<file path="src/rtl/gdrv_pkg.sv">
package gdrv_pkg;

    typedef enum logic [1:0] {
        CMD_LOW  = 2'd0,
        CMD_HIGH = 2'd1,
        CMD_MID  = 2'd2
    } pcmd_t;

    typedef enum logic [2:0] {
        ST_OFF   = 3'd0,
        ST_LS    = 3'd1,
        ST_WGL   = 3'd2,
        ST_DON   = 3'd3,
        ST_HS    = 3'd4,
        ST_WSW   = 3'd5,
        ST_DOFF  = 3'd6
    } gstate_t;

    typedef struct packed {
        logic ok;
        logic en_n;
        logic skip_n;
        logic hi;
        logic lo;
        logic gl;
        logic sw;
    } gin_t;

    localparam int GIN_W = $bits(gin_t);

    function automatic pcmd_t pwm_decode(input logic hi, input logic lo);
        if (hi && !lo)      return CMD_HIGH;
        else if (lo && !hi) return CMD_LOW;
        else                return CMD_MID;
    endfunction

    function automatic int imax3(input int a, input int b, input int c);
        int m;
        m = (a > b) ? a : b;
        return (m > c) ? m : c;
    endfunction

endpackage

</file>
<file path="src/rtl/gdrv_sync.sv">
module gdrv_sync #(
    parameter int W      = 7,
    parameter int STAGES = 2
) (
    input  logic         clk,
    input  logic         rst,
    input  logic [W-1:0] d,
    output logic [W-1:0] q
);
    logic [STAGES-1:0][W-1:0] stg;

    always_ff @(posedge clk) begin
        if (rst) begin
            stg <= '0;
        end else begin
            stg[0] <= d;
            for (int i = 1; i < STAGES; i++) stg[i] <= stg[i-1];
        end
    end

    assign q = stg[STAGES-1];
endmodule

</file>
<file path="src/rtl/gdrv_window.sv">
module gdrv_window
    import gdrv_pkg::*;
#(
    parameter int HOLDOFF_CYC = 16
) (
    input  logic  clk,
    input  logic  rst,
    input  logic  active,
    input  logic  hi_s,
    input  logic  lo_s,
    output pcmd_t cmd,
    output logic  expired
);
    localparam int HW = $clog2(HOLDOFF_CYC + 1);
    localparam logic [HW-1:0] HLAST = HW'(HOLDOFF_CYC - 1);

    logic [HW-1:0] hcnt;

    assign cmd     = pwm_decode(hi_s, lo_s);
    assign expired = active && (cmd == CMD_MID) && (hcnt == HLAST);

    // Count consecutive window cycles; any excursion restarts the count.
    always_ff @(posedge clk) begin
        if (rst || !active || cmd != CMD_MID) hcnt <= '0;
        else if (!expired)                     hcnt <= hcnt + 1'b1;
    end
endmodule

</file>
<file path="src/rtl/gdrv_phase.sv">
module gdrv_phase
    import gdrv_pkg::*;
#(
    parameter int DEADON_CYC  = 2,
    parameter int DEADOFF_CYC = 2,
    parameter int TIMEOUT_CYC = 25
) (
    input  logic  clk,
    input  logic  rst,
    input  logic  active,
    input  pcmd_t cmd,
    input  logic  expired,
    input  logic  skip_act,
    input  logic  gl_s,
    input  logic  sw_s,
    output logic  gate_hs,
    output logic  gate_ls
);
    localparam int CMAX = imax3(DEADON_CYC, DEADOFF_CYC, TIMEOUT_CYC);
    localparam int CW   = $clog2(CMAX + 1);
    localparam logic [CW-1:0] ON_LAST  = CW'(DEADON_CYC - 1);
    localparam logic [CW-1:0] OFF_LAST = CW'(DEADOFF_CYC - 1);
    localparam logic [CW-1:0] TO_LAST  = CW'(TIMEOUT_CYC - 1);

    gstate_t       state, nxt;
    logic [CW-1:0] cnt, cnt_nxt;

    always_comb begin
        nxt = state;
        if (!active || expired) begin
            nxt = ST_OFF;
        end else if (cmd != CMD_MID) begin
            case (state)
                ST_OFF:  nxt = (cmd == CMD_LOW) ? ST_LS : (gl_s ? ST_HS : ST_WGL);
                ST_LS:   if (cmd == CMD_HIGH) nxt = ST_WGL;
                ST_WGL:  if (cmd == CMD_LOW) nxt = ST_LS;
                         else if (gl_s) nxt = ST_DON;
                ST_DON:  if (cmd == CMD_LOW) nxt = ST_LS;
                         else if (cnt == ON_LAST) nxt = ST_HS;
                ST_HS:   if (cmd == CMD_LOW) nxt = ST_WSW;
                ST_WSW:  if (cmd == CMD_HIGH) nxt = ST_HS;
                         else if (sw_s) nxt = ST_DOFF;
                         else if (cnt == TO_LAST) nxt = ST_LS;
                ST_DOFF: if (cmd == CMD_HIGH) nxt = ST_HS;
                         else if (cnt == OFF_LAST) nxt = ST_LS;
                default: nxt = ST_OFF;
            endcase
        end
    end

    always_comb begin
        if (nxt != state)
            cnt_nxt = '0;
        else if (cmd == CMD_MID || !(state inside {ST_DON, ST_WSW, ST_DOFF}))
            cnt_nxt = cnt;
        else
            cnt_nxt = cnt + 1'b1;
    end

    always_ff @(posedge clk) begin
        if (rst) begin
            state   <= ST_OFF;
            cnt     <= '0;
            gate_hs <= 1'b0;
            gate_ls <= 1'b0;
        end else begin
            state   <= nxt;
            cnt     <= cnt_nxt;
            gate_hs <= (nxt == ST_HS);
            gate_ls <= (nxt == ST_LS) && !skip_act;
        end
    end
endmodule

</file>
<file path="src/rtl/gdrv_seq.sv">
module gdrv_seq
    import gdrv_pkg::*;
#(
    parameter int SYNC_STAGES = 2,
    parameter int HOLDOFF_CYC = 16,
    parameter int DEADON_CYC  = 2,
    parameter int DEADOFF_CYC = 2,
    parameter int TIMEOUT_CYC = 25
) (
    input  logic clk,
    input  logic rst,
    input  logic supply_ok,
    input  logic en_n,
    input  logic skip_n,
    input  logic pwm_hi,
    input  logic pwm_lo,
    input  logic gl_low,
    input  logic sw_low,
    output logic gate_hs,
    output logic gate_ls
);
    gin_t  raw_in, syn_in;
    pcmd_t cmd;
    logic  expired;
    logic  ok_s, en_n_s, skip_n_s, active;

    assign raw_in = '{ok: supply_ok, en_n: en_n, skip_n: skip_n,
                      hi: pwm_hi, lo: pwm_lo, gl: gl_low, sw: sw_low};

    gdrv_sync #(.W(GIN_W), .STAGES(SYNC_STAGES)) u_sync (
        .clk (clk),
        .rst (rst),
        .d   (raw_in),
        .q   (syn_in)
    );

    assign ok_s     = syn_in.ok;
    assign en_n_s   = syn_in.en_n;
    assign skip_n_s = syn_in.skip_n;
    assign active   = ok_s && en_n_s;

    gdrv_window #(.HOLDOFF_CYC(HOLDOFF_CYC)) u_window (
        .clk     (clk),
        .rst     (rst),
        .active  (active),
        .hi_s    (syn_in.hi),
        .lo_s    (syn_in.lo),
        .cmd     (cmd),
        .expired (expired)
    );

    gdrv_phase #(
        .DEADON_CYC  (DEADON_CYC),
        .DEADOFF_CYC (DEADOFF_CYC),
        .TIMEOUT_CYC (TIMEOUT_CYC)
    ) u_phase (
        .clk      (clk),
        .rst      (rst),
        .active   (active),
        .cmd      (cmd),
        .expired  (expired),
        .skip_act (!skip_n_s),
        .gl_s     (syn_in.gl),
        .sw_s     (syn_in.sw),
        .gate_hs  (gate_hs),
        .gate_ls  (gate_ls)
    );
endmodule

</file>
<file path="config.mk">
export PLATFORM = sky130hd
export DESIGN_NAME = gdrv_seq
export DESIGN_NICKNAME = d
export VERILOG_FILES = /design/src/rtl/gdrv_pkg.sv /design/src/rtl/gdrv_sync.sv /design/src/rtl/gdrv_window.sv /design/src/rtl/gdrv_phase.sv /design/src/rtl/gdrv_seq.sv
export SDC_FILE = /design/constraint.sdc
export NUM_CORES = 1
export LEC_CHECK = 0
export BUFFER_PORTS_ARGS = -buffer_cell sky130_fd_sc_hd__buf_2
export CORE_ASPECT_RATIO = 1.5
export CORE_MARGIN = 2
export CORE_UTILIZATION = 40
export DETAILED_ROUTE_END_ITERATION = 8
export SLEW_MARGIN = 40
export SYNTH_ARGS = -nofsm -noshare
export SYNTH_HDL_FRONTEND = slang
export SYNTH_SLANG_ARGS = --single-unit
</file>
<file path="constraint.sdc">
create_clock -name clk -period 3.7 [get_ports clk]
set_input_delay 0.185 -clock clk [delete_from_list [all_inputs] [get_ports clk]]
set_output_delay 0.185 -clock clk [all_outputs]
set_load 0.01 [all_outputs]
</file>
==> flow_summary.toml, run 1 <==
[clock_tree]
postCtsSetupBuffers = 0
cts_tree = "yes"
cts_resized = 0
cts_root_buffer = "clkbuf_8"
clock-sinks = 29
cts_max_path_buffers = 2
cts_buffers = 5
clock_latency_ns = 0.28
htree_num_levels = 2
clkSlewWorstSetupHoldPaths_ns = 0.06
holdBufCountCts = 0

[synthesis]
ys_seq_elements = 29
syn_avg_cell_area_sq_um = 9.20
synthesis.instances = 159
syn-num-nets = 175
synth-main-ff-cell = "dfxtp_1"
yosys_warnings = 0
synth_area_sq_um = 1460
async_flop_share = 0
synth-seq-area-share = 0.397
synth_edf_count = 0
ys_types = 47

[timing]
tns_ns = 0
finalCriticalPeriod_ns = 2.38
finClkSkew_ns = 0.00450
finalCritPeriodShare = 0.643
rsz0062_at_grt = "no"
setup_viol = 0
maxClockFrequency_mhz = 420
worst_slew_pin_slew_ns = 0.653
whs_ns = 0.114
slew_headroom = 0.564
slew_viol_final = 0
hold_viol = 0

[final_layout]
syn_to_final_growth_pct = 10.4
drive_above_1_share = 0.162
num_antenna_cells = 0
finalNetCount = 182
fin_util = 0.468
design_area_sq_um = 1610

[worst_setup_path]
cp_num_buf_inv = 1
crit_arrival_ns = 2.53
critical-path-max-stage-delay_ns = 0.60
crit_required_ns = 3.85
path_class = "reg2reg"
end_kind = "register"
critical-path-top-delay-family = "simple AND/OR/NAND/NOR gates"
critPathLaunchType = "register"
path_cells = "inv_1 -> ha_1 -> or4_2 -> nor2_1 -> a311oi_1 -> o2111ai_1 -> nor3_1"
path_max_fanout = 16
crit_slowest_cell = "or4_2"

[power_and_ir_drop]
switching_share = 0.229
switching_power_uw = 144
power_frac_seq = 0.512
p_per_area_nw_per_um2 = 389
combinationalPowerShare = 0.052
internal-power_uw = 484
ir_drop_mv = 0.363
clkPwrFrac = 0.436
p_leak_uw = 0.000601

[global_routing]
grt_pass1_wl_microns = 4510
antenna_found_initial = 0
grtUsageTotal = 0.147
grt_max_degree = 21
grt_overflow = 0
grt_pass1_vias = 1064

[worst_hold_path]
min_path_type = "in2reg"

[routing]
drc = 0
antenna_left = 0
vias = 1134
viasPerCell = 5.43
routed_wl_microns = 2740
wl_per_cell_microns = 13.1
drt_iter0_drc = 23
drtPass1Iterations = 5

[die]
initial_core_util = 0.424
pin_count = 11
coreArea_sq_um = 3450
fp.dieArea_sq_um = 4170
die_w_microns = 53.4
die_h_microns = 78.1
rows = 26

[run_status]
outcome = "finished, final reports clean"

[job]
maxCapViolations = 0

[place]
gp_congestion = 0.827
hpwlAfterDp_microns = 1990
io_buffers = 10
dpl_cell_area_sq_um = 1510
[state kept, by name, summed over array words and instances, names as in the netlist]
name             count
u_sync.q             7
u_sync.stg           7
u_phase.cnt          5
u_window.hcnt        5
u_phase.state        3
u_phase.gate_hs      1
u_phase.gate_ls      1
[Yosys cell counts (all sizes together) (2+ instances only)]
cell	n	area, sq um
nor4	2	18.8
xnor2	4	35.0
and4	2	18.8
nand2	3	11.3
mux2i	4	40.0
nand3	2	15.0
inv	7	26.3
dfxtp	29	581
and3	2	13.8
xor2	4	35.0
buf	6	36.3
ha	7	87.6
a32oi	2	17.5
nor2	16	60.1
nand4	2	12.5
a21oi	6	30.0
a211oi	4	30.0
nor2b	18	113
o21ai	3	15.0
clkbuf	4	16.3
nor3	11	55.1
nor4b	3	32.5
[path summary, 6_finish.rpt]
| kind | start | slack [ns] | endpoint | cells after the start |
|---|---|---|---|---|
| setup / recovery | u_sync.q[2] | 1.32 | u_phase.cnt[0] | 7 |
| setup reg to reg | u_sync.q[2] | 1.32 | u_phase.cnt[0] | 7 |
| hold / removal | sw_low | 0.11 | u_sync.stg[0] | 2 |
| hold reg to reg | u_sync.stg[0] | 0.43 | u_sync.q[0] | 1 |
[cells by family after synthesis]
| logic type | share of synthesized area |
|---|---|
| buf+inv | 0.0539 |
| simple gates | 0.296 |
| fa+ha+maj | 0.0599 |
| compound gates | 0.118 |
| flops | 0.397 |
| mux | 0.0274 |
| xor+xnor | 0.0479 |
[routing by layer]
metal	up-vias	track usage	part of all wire
met5	-	0	0
met4	0	0.0897	0.031
met3	7	0.0399	0.031
met2	23	0.249	0.53
met1	530	0.154	0.41
li1	574	-	-
[stage by stage]
stage	setup WS (ns)	power, uW	instances
2_1_floorplan	1.68	353	159
3_3_place_gp	1.34	361	201
3_5_place_dp	1.33	361	201
4_1_cts	1.33	636	209
5_1_grt	1.16	655	209
6_report	1.32	628	209
[power by group through the flow]
stage / clock, uW / sequential (uW) / combinational (uW)
2_1_floorplan: 0 / 328 / 25.4
3_3_place_gp: 0 / 329 / 32.0
3_5_place_dp: 0 / 329 / 32.6
4_1_cts: 281 / 322 / 32.6
5_1_grt: 297 / 322 / 36.6
6_report: 274 / 322 / 32.4
[cell type report]
type | count | area (sq um)
clock inverter | 2 | 13.8
timing repair buffer | 10 | 50.0
multi-input combinational | 113 | 808
clock buffer | 6 | 82.6
sequential | 29 | 581
tap | 42 | 52.6
fill | 361 | 1830
inverter | 7 | 26.3
[cells in the final DEF (no fill, tap or decap), drive strengths merged, types with 3 or more instances in the layout]
master  count
dfxtp      29
nor2b      18
nor2       16
nor3       11
buf        10
inv         7
ha          7
a21oi       6
clkbuf      6
mux2i       4
xor2        4
xnor2       4
a211oi      4
nand2       3
o21ai       3
nor4b       3
No activity file was read; power rests on OpenSTA's default activity.
==> inputs of run 2 (changes only) <==
--- a/config.mk
+++ b/config.mk
@@ -5,6 +5,7 @@
 export SDC_FILE = /design/constraint.sdc
 export NUM_CORES = 1
 export LEC_CHECK = 0
+export ABC_AREA = 1
 export BUFFER_PORTS_ARGS = -buffer_cell sky130_fd_sc_hd__buf_2
 export CORE_ASPECT_RATIO = 1.5
 export CORE_MARGIN = 2
==> constraint.sdc (replaced) <==
create_clock -name clk -period 2.3 [get_ports clk]
set_input_delay 0.115 -clock clk [delete_from_list [all_inputs] [get_ports clk]]
set_output_delay 0.115 -clock clk [all_outputs]
set_load 0.01 [all_outputs]
==> flow_summary.toml, run 2 <==
[clock_tree]
cts_max_path_buffers = 2
cts_buffers = 5
clkSlewWorstSetupHoldPaths_ns = 0.06
holdBufCountCts = 0
postCtsSetupBuffers = 0
htree_num_levels = 2
cts_root_buffer = "clkbuf_8"
clock-sinks = 29
cts_resized = 0
cts_tree = "yes"
clock_latency_ns = 0.28

[timing]
worst_slew_pin_slew_ns = 0.346
slew_headroom = 0.769
maxClockFrequency_mhz = 509
setup_viol = 0
slew_viol_final = 0
finalCritPeriodShare = 0.855
layout_setup_ws_ns = 0.334
tns_ns = 0
hold_viol = 0
rsz0062_at_grt = "no"
finalCriticalPeriod_ns = 1.97
finClkSkew_ns = 0.00628

[die]
pin_count = 11
die_w_microns = 54.0
initial_core_util = 0.412
die_h_microns = 79.1
fp.dieArea_sq_um = 4270
coreArea_sq_um = 3650
rows = 27

[place]
placed_cells = 273
dpl_cell_area_sq_um = 1580
gp_congestion = 0.890
io_buffers = 10
dpl_worst_slack_ns = 0.319
hpwlAfterDp_microns = 2120

[worst_setup_path]
crit_arrival_ns = 2.18
crit_required_ns = 2.51
path_class = "reg2reg"
end_kind = "register"
path_max_fanout = 8
critPathLaunchType = "register"

[power_and_ir_drop]
p_per_area_nw_per_um2 = 605
p_leak_uw = 0.000857
power_uw = 1020
ir_drop_mv = 0.707

[job]
maxCapViolations = 0

[synthesis]
synth-simple-area-share = 0.340
syn_avg_cell_area_sq_um = 6.71
yosys_warnings = 0
muxShareOfSynthArea = 0.00749
synth-seq-area-share = 0.386
synth_top_area_frac = 0.386
synth-main-ff-cell = "dfxtp_1"
async_flop_share = 0
synthesis.instances = 224
synthAdderAreaFrac = 0.0583
ys_seq_elements = 29
syn-num-nets = 240
synth_top_family_by_area = "simple AND/OR/NAND/NOR gates"
synth_edf_count = 0
synth.most_common_cell = "inv_1"
yosys.area.top_type = "dfxtp_1"
ys_types = 24
synth-compound-area-share = 0.0358
synth_area_sq_um = 1500
netlist_top_cells_count = "inv_1 (48), nand2_1 (46), nor2_1 (41), dfxtp_1 (29), nand3_1 (17)"
yosys-top-cells-area = "dfxtp_1 (39%), inv_1 (12%), nand2_1 (11%)"
synth_xor_area_frac = 0.0233

[routing]
viasPerCell = 4.59
drt_iter0_drc = 13
dr.max_layer_used = "met4"
drtPass1Iterations = 4
wl_per_cell_microns = 9.43
vias = 1291
m1WireLength_microns = 1040
wl_met2_microns = 1460
antenna_left = 0
drc = 0
routed_wl_microns = 2650
wl_met3_microns = 70

[global_routing]
antenna_found_initial = 0
grt_max_degree = 18
grt_pass1_vias = 1231
grtUsageTotal = 0.152
grt_overflow = 0
grt_pass1_wl_microns = 4660

[final_layout]
final_cell_count_no_fill = 281
num_antenna_cells = 0
drive_above_1_share = 0.126
final_common_cell = "inv_1"
final_cell_mix = "inv_1 (48), nand2_1 (46), nor2_1 (41)"
finalNetCount = 253
design_area_sq_um = 1680
syn_to_final_growth_pct = 11.9

[run_status]
outcome = "finished, final reports clean"

[worst_hold_path]
min_path_type = "in2reg"
[run 2: cell types whose count changed after synthesis, sizes merged, moves of 3 or more]
cell,before,now
a21oi,6,3
nor2b,18,0
inv,7,52
o21ai,3,0
xnor2,4,0
nand2,3,48
nand3,2,17
buf,6,2
nor4b,3,0
nor2,16,44
mux2i,4,0
nor3,11,5
[run 2: per-stage QoR]
stage / hold WS [ns] / utilization
after floorplan: 0.222 / -
after global placement: 0.312 / 0.433
after detailed placement: 0.323 / 0.433
after CTS: 0.0294 / 0.461
after global routing: 0.0461 / 0.461
final: 0.0380 / 0.461
[run 2: worst paths after layout]
path	startpoint	to	slack (ns)	depth (start not counted)
setup / recovery	u_sync.q[2]	u_phase.cnt[3]	0.33	14
hold / removal	gl_low	u_sync.stg[1]	0.04	3
setup reg to reg	u_sync.q[2]	u_phase.cnt[3]	0.33	14
hold reg to reg	u_sync.stg[2]	u_sync.q[2]	0.39	2
[run 2: critical path, cell delays in order (launching register included)]
cell	delay, ns
dfxtp_1	0.33
inv_1	0.05
ha_1	0.31
inv_2	0.14
nor2_2	0.08
nand2_4	0.10
inv_4	0.05
nor2_2	0.18
o21a_2	0.19
nand2_1	0.07
nand2_1	0.06
nand2_1	0.06
nor2_2	0.11
nand2_2	0.08
nor2_1	0.09
[run 2: area by class of cell]
cell class                 count  area, sq um
clock inverter                 1         5.00
tap                           43         53.8
timing repair buffer          10         50.0
fill                         385         1970
inverter                      52          198
sequential                    29          581
clock buffer                   7         96.3
multi-input combinational    139          698
[run 2: kinds of logic after synthesis]
kind of cell	count (synthesis)
multiplexers	1
flip-flops	29
buffers and inverters	56
AND/OR/NAND/NOR	119
XOR/XNOR	4
AO/OA/AOI/OAI	8
adder cells (fa/ha/maj)	7
[run 2: metal layers]
metal / up-vias / GRT usage
li1: 696 / -
met1: 567 / 0.132
met2: 22 / 0.278
met3: 6 / 0.0564
met4: 0 / 0.0900
met5: - / 0
[run 2: power by group]
group          switching [uW]  total, uW  internal [uW]
Sequential               3.88        518            514
Clock                     182        452            270
Combinational            29.4       47.4           18.1
Total                     215       1020            802
